==> config.mk <==
export PLATFORM = sky130hd
export DESIGN_NAME = uart_loop_core
export DESIGN_NICKNAME = d
export VERILOG_FILES = /design/src/rtl/uart_lc_pkg.sv /design/src/rtl/uart_lc_baud.sv /design/src/rtl/uart_lc_tx.sv /design/src/rtl/uart_lc_rx.sv /design/src/rtl/uart_loop_core.sv
export SDC_FILE = /design/constraint.sdc
export NUM_CORES = 1
export LEC_CHECK = 0
export ABC_AREA = 1
export ABC_CLOCK_PERIOD_IN_PS = 2850
export BUFFER_PORTS_ARGS = -buffer_cell sky130_fd_sc_hd__clkbuf_2
export CORE_UTILIZATION = 55
export DETAILED_ROUTE_END_ITERATION = 8
export PLACE_DENSITY = 0.75
export SLEW_MARGIN = 20
export SYNTH_ARGS = -nofsm -noshare
export SYNTH_HDL_FRONTEND = slang
export SYNTH_SLANG_ARGS = --single-unit
==> constraint.sdc <==
create_clock -name clk -period 2.85 [get_ports clk]
set_clock_uncertainty 0.2 [all_clocks]
set_input_delay 0.285 -clock clk [delete_from_list [all_inputs] [get_ports clk]]
set_output_delay 0.285 -clock clk [all_outputs]
set_load 0.02 [all_outputs]
==> src/rtl/uart_lc_pkg.sv <==
package uart_lc_pkg;
  localparam int WORD_W  = 9;
  localparam int FRAME_W = WORD_W + 2;

  typedef enum logic [1:0] {
    ROUTE_NORMAL = 2'd0,
    ROUTE_LOOP   = 2'd1,
    ROUTE_SINGLE = 2'd2
  } route_e;

  typedef enum logic [2:0] {
    RX_IDLE,
    RX_START,
    RX_DATA,
    RX_STOP,
    RX_WAIT_HIGH
  } rx_state_e;

  // Decode of the two routing controls; rx_src only matters with loop_en set.
  function automatic route_e pick_route(input logic loop_en, input logic rx_src);
    if (!loop_en) return ROUTE_NORMAL;
    return rx_src ? ROUTE_SINGLE : ROUTE_LOOP;
  endfunction

  // Number of bit slots in a frame, start and stop included.
  function automatic logic [3:0] frame_len(input logic nine);
    return nine ? 4'd11 : 4'd10;
  endfunction

  // Frame image shifted out from bit 0: start, data lsb first, stop.
  function automatic logic [FRAME_W-1:0] build_frame(input logic [WORD_W-1:0] w,
                                                     input logic nine);
    return {1'b1, (nine ? w[8] : 1'b1), w[7:0], 1'b0};
  endfunction

  // Received shift register holds bits MSB-aligned; right-justify for 8-bit words.
  function automatic logic [WORD_W-1:0] align_word(input logic [WORD_W-1:0] sr,
                                                   input logic nine);
    return nine ? sr : {1'b0, sr[WORD_W-1:1]};
  endfunction
endpackage

==> src/rtl/uart_lc_baud.sv <==
module uart_lc_baud #(
  parameter int DIV_W = 13
) (
  input  logic             clk,
  input  logic             rst_n,
  input  logic [DIV_W-1:0] div,
  output logic             tick
);
  logic [DIV_W-1:0] cnt;
  logic             wrap;

  assign wrap = (div != '0) && (cnt >= div - 1'b1);

  always_ff @(posedge clk or negedge rst_n) begin
    if (!rst_n) begin
      cnt  <= '0;
      tick <= 1'b0;
    end else if (div == '0) begin
      cnt  <= '0;
      tick <= 1'b0;
    end else begin
      tick <= wrap;
      cnt  <= wrap ? '0 : cnt + 1'b1;
    end
  end
endmodule

==> src/rtl/uart_lc_tx.sv <==
module uart_lc_tx
  import uart_lc_pkg::*;
#(
  parameter int OVS = 16
) (
  input  logic              clk,
  input  logic              rst_n,
  input  logic              tick,
  input  logic              nine_bit,
  input  logic              wr,
  input  logic [WORD_W-1:0] wdata,
  output logic              line,
  output logic              busy
);
  localparam int SUB_W = $clog2(OVS);
  localparam logic [SUB_W-1:0] SUB_LAST = SUB_W'(OVS - 1);

  logic [FRAME_W-1:0] sr;
  logic [SUB_W-1:0]   sub;
  logic [3:0]         left;
  logic [WORD_W-1:0]  hold_d;
  logic               hold_v;

  always_ff @(posedge clk or negedge rst_n) begin
    if (!rst_n) begin
      sr     <= '1;
      sub    <= '0;
      left   <= '0;
      busy   <= 1'b0;
      hold_d <= '0;
      hold_v <= 1'b0;
    end else begin
      if (tick) begin
        if (!busy) begin
          if (hold_v) begin
            sr     <= build_frame(hold_d, nine_bit);
            left   <= frame_len(nine_bit);
            sub    <= '0;
            busy   <= 1'b1;
            hold_v <= 1'b0;
          end
        end else if (sub == SUB_LAST) begin
          sub  <= '0;
          sr   <= {1'b1, sr[FRAME_W-1:1]};
          left <= left - 1'b1;
          if (left == 4'd1) busy <= 1'b0;
        end else begin
          sub <= sub + 1'b1;
        end
      end
      // A write after the launch decision keeps the new word pending.
      if (wr) begin
        hold_d <= wdata;
        hold_v <= 1'b1;
      end
    end
  end

  assign line = busy ? sr[0] : 1'b1;
endmodule

==> src/rtl/uart_lc_rx.sv <==
module uart_lc_rx
  import uart_lc_pkg::*;
#(
  parameter int OVS       = 16,
  parameter int SYNC_LEN  = 2
) (
  input  logic              clk,
  input  logic              rst_n,
  input  logic              tick,
  input  logic              nine_bit,
  input  logic              line_async,
  output logic              line,
  output logic              start_ok,
  output logic [WORD_W-1:0] data,
  output logic              valid,
  output logic              ferr
);
  localparam int SUB_W = $clog2(OVS);
  localparam logic [SUB_W-1:0] SUB_LAST = SUB_W'(OVS - 1);
  localparam logic [SUB_W-1:0] SUB_MID  = SUB_W'(OVS / 2 - 1);

  logic [SYNC_LEN-1:0] sync;
  rx_state_e           st;
  logic [SUB_W-1:0]    sub;
  logic [3:0]          bitn;
  logic [WORD_W-1:0]   sr;
  logic                nine_q;

  always_ff @(posedge clk or negedge rst_n) begin
    if (!rst_n) sync <= '1;
    else        sync <= {sync[SYNC_LEN-2:0], line_async};
  end
  assign line = sync[SYNC_LEN-1];

  always_ff @(posedge clk or negedge rst_n) begin
    if (!rst_n) begin
      st       <= RX_IDLE;
      sub      <= '0;
      bitn     <= '0;
      sr       <= '0;
      nine_q   <= 1'b0;
      data     <= '0;
      valid    <= 1'b0;
      ferr     <= 1'b0;
      start_ok <= 1'b0;
    end else begin
      valid    <= 1'b0;
      start_ok <= 1'b0;
      if (tick) begin
        unique case (st)
          RX_IDLE: if (!line) begin
            st  <= RX_START;
            sub <= '0;
          end
          RX_START: begin
            if (sub == SUB_MID) begin
              sub <= '0;
              if (!line) begin
                st       <= RX_DATA;
                bitn     <= '0;
                nine_q   <= nine_bit;
                start_ok <= 1'b1;
              end else begin
                st <= RX_IDLE;
              end
            end else begin
              sub <= sub + 1'b1;
            end
          end
          RX_DATA: begin
            if (sub == SUB_LAST) begin
              sub  <= '0;
              sr   <= {line, sr[WORD_W-1:1]};
              bitn <= bitn + 1'b1;
              if (bitn == (nine_q ? 4'd8 : 4'd7)) st <= RX_STOP;
            end else begin
              sub <= sub + 1'b1;
            end
          end
          RX_STOP: begin
            if (sub == SUB_LAST) begin
              sub   <= '0;
              data  <= align_word(sr, nine_q);
              valid <= 1'b1;
              ferr  <= ~line;
              st    <= line ? RX_IDLE : RX_WAIT_HIGH;
            end else begin
              sub <= sub + 1'b1;
            end
          end
          RX_WAIT_HIGH: if (line) st <= RX_IDLE;
          default: st <= RX_IDLE;
        endcase
      end
    end
  end
endmodule

==> src/rtl/uart_loop_core.sv <==
module uart_loop_core
  import uart_lc_pkg::*;
#(
  parameter int DIV_W = 13,
  parameter int OVS   = 16
) (
  input  logic              clk,
  input  logic              rst_n,
  input  logic [DIV_W-1:0]  baud_div,
  input  logic              nine_bit,
  input  logic              loop_en,
  input  logic              rx_src,
  input  logic [WORD_W-1:0] tx_data,
  input  logic              tx_wr,
  input  logic              rxd_in,
  input  logic              txd_pin_in,
  output logic              txd_out,
  output logic              txd_oe,
  output logic [WORD_W-1:0] rx_data,
  output logic              rx_valid,
  output logic              rx_frame_err
);
  route_e route;
  logic   baud_tick;
  logic   tx_raw;
  logic   tx_busy;
  logic   rx_sel;
  logic   rx_line;
  logic   rx_start_ok;

  assign route = pick_route(loop_en, rx_src);

  uart_lc_baud #(.DIV_W(DIV_W)) u_baud (
    .clk  (clk),
    .rst_n(rst_n),
    .div  (baud_div),
    .tick (baud_tick)
  );

  uart_lc_tx #(.OVS(OVS)) u_tx (
    .clk     (clk),
    .rst_n   (rst_n),
    .tick    (baud_tick),
    .nine_bit(nine_bit),
    .wr      (tx_wr),
    .wdata   (tx_data),
    .line    (tx_raw),
    .busy    (tx_busy)
  );

  assign txd_out = tx_raw;
  assign txd_oe  = (route == ROUTE_SINGLE) ? tx_busy : 1'b1;

  always_comb begin
    unique case (route)
      ROUTE_LOOP:   rx_sel = tx_raw;
      ROUTE_SINGLE: rx_sel = txd_oe ? tx_raw : txd_pin_in;
      default:      rx_sel = rxd_in;
    endcase
  end

  uart_lc_rx #(.OVS(OVS)) u_rx (
    .clk       (clk),
    .rst_n     (rst_n),
    .tick      (baud_tick),
    .nine_bit  (nine_bit),
    .line_async(rx_sel),
    .line      (rx_line),
    .start_ok  (rx_start_ok),
    .data      (rx_data),
    .valid     (rx_valid),
    .ferr      (rx_frame_err)
  );
endmodule

# After elaboration in Yosys (flattened, before gate mapping)
# Cells that the tools add are included.
[op_classes]
n_eq_ne = 20
magnitude_cmp = 1
addsub = 6
n_reduce_logical = 18
mux = 48
bitwise = 1
[ops]
columns = ["cell", "count"]
rows = [
  ["4-bit 2-to-1 mux", 12],
  ["11-bit 2-to-1 mux", 3],
  ["13-bit 2-to-1 mux", 2],
  ["3-bit 2-to-1 mux", 7],
  ["1-bit 2-to-1 mux", 16],
  ["3-bit case mux with 5 select lines", 1],
  ["13-bit by 1-bit adder with 13-bit output (second input constant)", 1],
  ["13-bit >= comparator", 1],
  ["13-bit zero test", 1],
  ["13-bit nonzero test", 1],
  ["13-bit by 1-bit subtractor with 13-bit output (second input constant)", 1],
  ["4-bit by 1-bit adder with 4-bit output (second input constant)", 3],
  ["4-bit case mux with 3 select lines", 1],
  ["3-bit AND reduction", 4],
  ["2-bit by 1-bit != test with 1-bit output (second input constant)", 5],
  ["9-bit 2-to-1 mux", 1],
  ["4-bit == test (second input constant)", 2],
  ["2-bit != test (second input constant)", 4],
  ["4-bit case mux with 2 select lines", 1],
  ["7-bit AND reduction", 1],
  ["3-bit by 2-bit == test with 1-bit output (second input constant)", 2],
  ["2-bit 2-to-1 mux", 3],
  ["2-bit nonzero test", 3],
  ["5-bit AND reduction", 1],
  ["16 further kinds", 17],
]
[word_totals]
reg_bits = 78
elab_cells = 111
out_inout_bits = 13
inputBits = 30

# Longest topological paths before layout
[logic_depth]
depth_word = 6
depth_mapped = 16
depth_no_buf = 15

# Hierarchy
# Synthesis repeated with hierarchy kept, for this count alone.
[hier_totals]
cells_unflattened = 562
area_unflattened_um2 = 4503.1
[modules_own_cells]
columns = ["mod", "area_each_um2", "cells_each", "instances", "seq_area_each_um2"]
rows = [
  ["uart_lc_rx", 1804.2, 219, 1, 878.3],
  ["uart_lc_tx", 1407.6, 162, 1, 738.2],
  ["uart_lc_baud", 1232.4, 167, 1, 350.3],
  ["uart_loop_core", 58.8, 14, 1, 0.0],
]

# Least setup slack after synthesis
# Ideal clock, no wire load.
[synth_path]
path_type = "input -> register"
startpoint = "input port baud_div[0]"
endpoint = "register u_baud.cnt[11]"
cell_stages = 16
t_required_ps = 2579
setup_ps = 71
setup_slack_ps = 532
arrival_time_ps = 2047
n_path_buf = 1
cell_sequence = "inv_1 > ha_1 > nand2_1 > nor2_4 > nand2_1 > nor2_1 > xor2_1 > ha_1 > nand2_1 > nand2_1 > nand2_1 > nand2_1 > a21oi_1 > nand3_2 > buf_4 > nor2_1"
[synth_between]
elab_chain_cells = 5
word_cells_on_any_way = 7
cone_classes = "1 x add/sub; 1 x order compare; 2 x mux; 3 x reduce/logical"
[synth_lines]
columns = ["element", "line_no", "source"]
rows = [
  ["from (decl)", "uart_loop_core.sv:9", "input logic [DIV_W-1:0] baud_div,"],
  ["13-bit by 1-bit subtractor with 13-bit output", "uart_lc_baud.sv:12", "assign wrap = (div != '0) && (cnt >= div - 1'b1);"],
  ["13-bit >= comparator", "uart_lc_baud.sv:12", ""],
  ["1-bit logical AND", "uart_lc_baud.sv:12", ""],
  ["13-bit 2-to-1 mux", "uart_lc_baud.sv:23", "cnt <= wrap ? '0 : cnt + 1'b1;"],
  ["13-bit 2-to-1 mux *", "uart_lc_baud.sv:18", "end else if (div == '0) begin"],
  ["to (signal assigned)", "uart_lc_baud.sv:23", ""],
  ["to (decl)", "uart_lc_baud.sv:9", "logic [DIV_W-1:0] cnt;"],
]
# Every way passes the cells marked *; elsewhere a longest branch is shown, timed or not.
# A chain may end at the register's enable or synchronous reset.

# Worst setup path after layout
[layout_path]
startpoint = "input port baud_div[0]"
endpoint = "register u_baud.cnt[8]"
# The elaborated chain is that of the path after synthesis.

==> qor.yml <==
outcome: "completed"
syn_area_sq_um: 4180
io_pins: 43
ys_async_sr_fraction_pct: 100
die_w_um: 89.2
antenna_cells: 0
dr.pass1.iters: 4
end_kind: "flip-flop"
gr-usage-all-layers_pct: 21.1
period_share_pct: 82.4
cp.required_ps: 2910
die_area_sq_um: 7960
cp_cell_sequence: "clkbuf_2 -> inv_1 -> ha_1 -> nand2_1 -> nor2_4 -> nand2_1 -> nor2_1 -> xor2_1 -> ha_1 -> nand2_1 -> nand2_1 -> nand2_1 -> nand2_1 -> a21oi_1 -> nand3_2 -> nor2_1"
fill_cells: 608
grt_pass1_vias: 3096
setup_viol: 0
viasPerCell: 5.16
wl_per_cell_um: 11.7
drt_iter0_drc: 126
nNetsFinal: 593
power.density_nw_per_um2: 614
cp_common_cell: "nand2_1"
slowest_delay_ps: 280
clk_path_buf_depth: 2
gp_congestion: 0.876
synth.distinct_cells: 41
final_max_slew_viol_count: 0
core_area_sq_um: 7290
fmax_mhz: 426
grt_pass1_wl_um: 12900
cts.repair.resized: 0
grt_max_degree: 78
min_path_type: "in2reg"
worst_pin_slew_ps: 963
slowest_stage: "nand3_2"
cp.arrival_ps: 2410
ctsHtreeMaxLevel: 3
synth_edf_count: 0
ys_ff_latch: 77
setup_tns_ps: 0
ir_drop_mv: 0.424
ys_seq_area_share_pct: 46.4
clkTransAtPathRegs_ps: 70
maxSlewHeadroom_pct: 35.8
cts_setup_buffers: 0
crit_path_max_fanout: 13
syn_area_per_cell_sq_um: 8.54
synth_nets: 540
antenna_found_initial: 0
cts_buffers: 9
floorplan.die.height_um: 89.2
period_minus_slack_ps: 2350
drive_gt1_share_pct: 18.6
fin_ws_ps: 501
netlist_instances: 490
clk_latency_ps: 350
via_count: 3338
area_growth_pct: 14.7
crit_type: "in2reg"
drv_cap: 0
overflow: 0
initial_core_util_pct: 57.4
cts_tree: "built"
hold_viol_final: 0
rsz0062_at_grt: "false"
crit_path_start_kind: "primary input"
rows: 31
clock-sinks: 77
yosysWarnings: 0
yosys_most_used_dff: "dfrtp_1"
portBuffers: 42
drc_errors: 0
ant_nets: 0
wirelength_um: 7600
dp_hpwl_um: 5450
cts_root_buffer: "clkbuf_8"
pre_cts_slack_ps: 151
power_leakage_nw: 2.35
holdBufCountCts: 12
-- Yosys cell counts, types with 3 or more instances --
cell / n / share of area [%]
o21ai_0: 21 / 2.5
dfstp_2: 12 / 7.5
buf_4: 4 / 0.72
mux2_2: 9 / 2.4
a21oi_2: 8 / 1.7
nand3_1: 35 / 4.2
o21ai_1: 13 / 1.6
buf_6: 3 / 0.81
dfrtp_1: 65 / 39
nand2_1: 105 / 9.4
xor2_1: 19 / 4.0
inv_2: 3 / 0.27
clkbuf_1: 4 / 0.36
inv_1: 52 / 4.7
a31oi_1: 8 / 1.2
a21oi_1: 8 / 0.96
nand4_1: 4 / 0.60
xnor2_1: 7 / 1.5
ha_1: 20 / 6.0
nor2_1: 64 / 5.7
-- cell usage in the layout, fill, tap and decap left out, types with 13 or more instances in the layout --
cell type and n:
inv_1 52, dfrtp_1 65, o21ai_1 13, ha_1 20
nand2_1 105, nor2_1 64, o21ai_0 21, clkbuf_2 41
xor2_1 19, nand3_1 35
-- metal layers --
metal	share of wire [%]	GRT usage (%)	vias up
met5	0	0	-
met4	0.88	5.77	0
met3	3.6	6.28	9
met2	49	37.4	71
met1	46	25.1	1567
li1	-	-	1691
-- power breakdown --
group / total [mW] / switching (mW) / internal [mW]
combinational: 0.630 / 0.378 / 0.252
clock: 0.968 / 0.386 / 0.582
sequential: 1.35 / 0.123 / 1.23
-- cell families (layout without fill, tap and decap cells) --
kind of cell               Yosys count  count (layout)  synth area share, %
AOI/OAI and AO/OA                   67              67                 9.81
buffers and inverters               69             127                 7.18
and+or+nand+nor                    221             221                 22.5
DFF                                 77              77                 46.4
muxes                               10              10                 2.66
adders and majority gates           20              20                 5.98
xor gates and xnor gates            26              26                 5.44
-- final cells by class --
type / instances / area, sq um / share of cell area [%]
repair buffers: 55 / 340 / 7.09
well taps: 99 / 124 / 2.58
multi-input cells: 344 / 1940 / 40.5
clock buffers: 10 / 128 / 2.66
inverters: 56 / 211 / 4.41
flip-flops and latches: 77 / 1940 / 40.5
clock inverters: 6 / 111 / 2.32
-- worst paths after layout --
path	startpoint	slack, ps	end	cells after the start
worst max-delay path	baud_div[0]	500	u_baud.cnt[8]	16
worst min-delay path	nine_bit	30	u_rx.nine_q	3
worst max register to register	u_tx.busy	850	u_rx.sync[0]	6
worst min register to register	u_rx.sync[0]	170	u_rx.sync[1]	0
max in group asynchronous	rst_n	1400	u_baud.cnt[3]	2
min in group asynchronous	rst_n	410	u_rx.sub[2]	2
-- metrics by stage --
step	instances	hold slack, ps	total power, mW	area [sq um]	utilization, %
floorplan	490	-211	1.81	4180	-
global placement	619	157	1.95	4440	60.9
detailed placement	619	157	1.98	4440	60.9
CTS	647	7.59	2.98	4800	65.8
global route	647	37.4	3.14	4800	65.8
finish	647	27.0	2.95	4800	65.8
-- sequential cells by signal, summed over array words and instances, names as in the netlist --
name	count
u_rx.sr	9
u_rx.sub	4
u_baud.tick	1
u_tx.hold_d	9
u_rx.bitn	4
u_tx.hold_v	1
u_rx.data	9
u_rx.valid	1
u_tx.sr	10
u_rx.sync	2
u_tx.busy	1
u_rx.st	3
u_tx.left	4
u_baud.cnt	13
u_tx.sub	4
u_rx.nine_q	1
u_rx.ferr	1
-- worst max-delay path, delay by kind of cell --
kind                       cells  cell delay (ps)
and+or+nand+nor               10             1170
adders and majority gates      2              460
AOI/OAI and AO/OA              1              170
buffers and inverters          2              160
xor gates and xnor gates       1              160
Note: power is estimated with default switching activity, not from simulation.
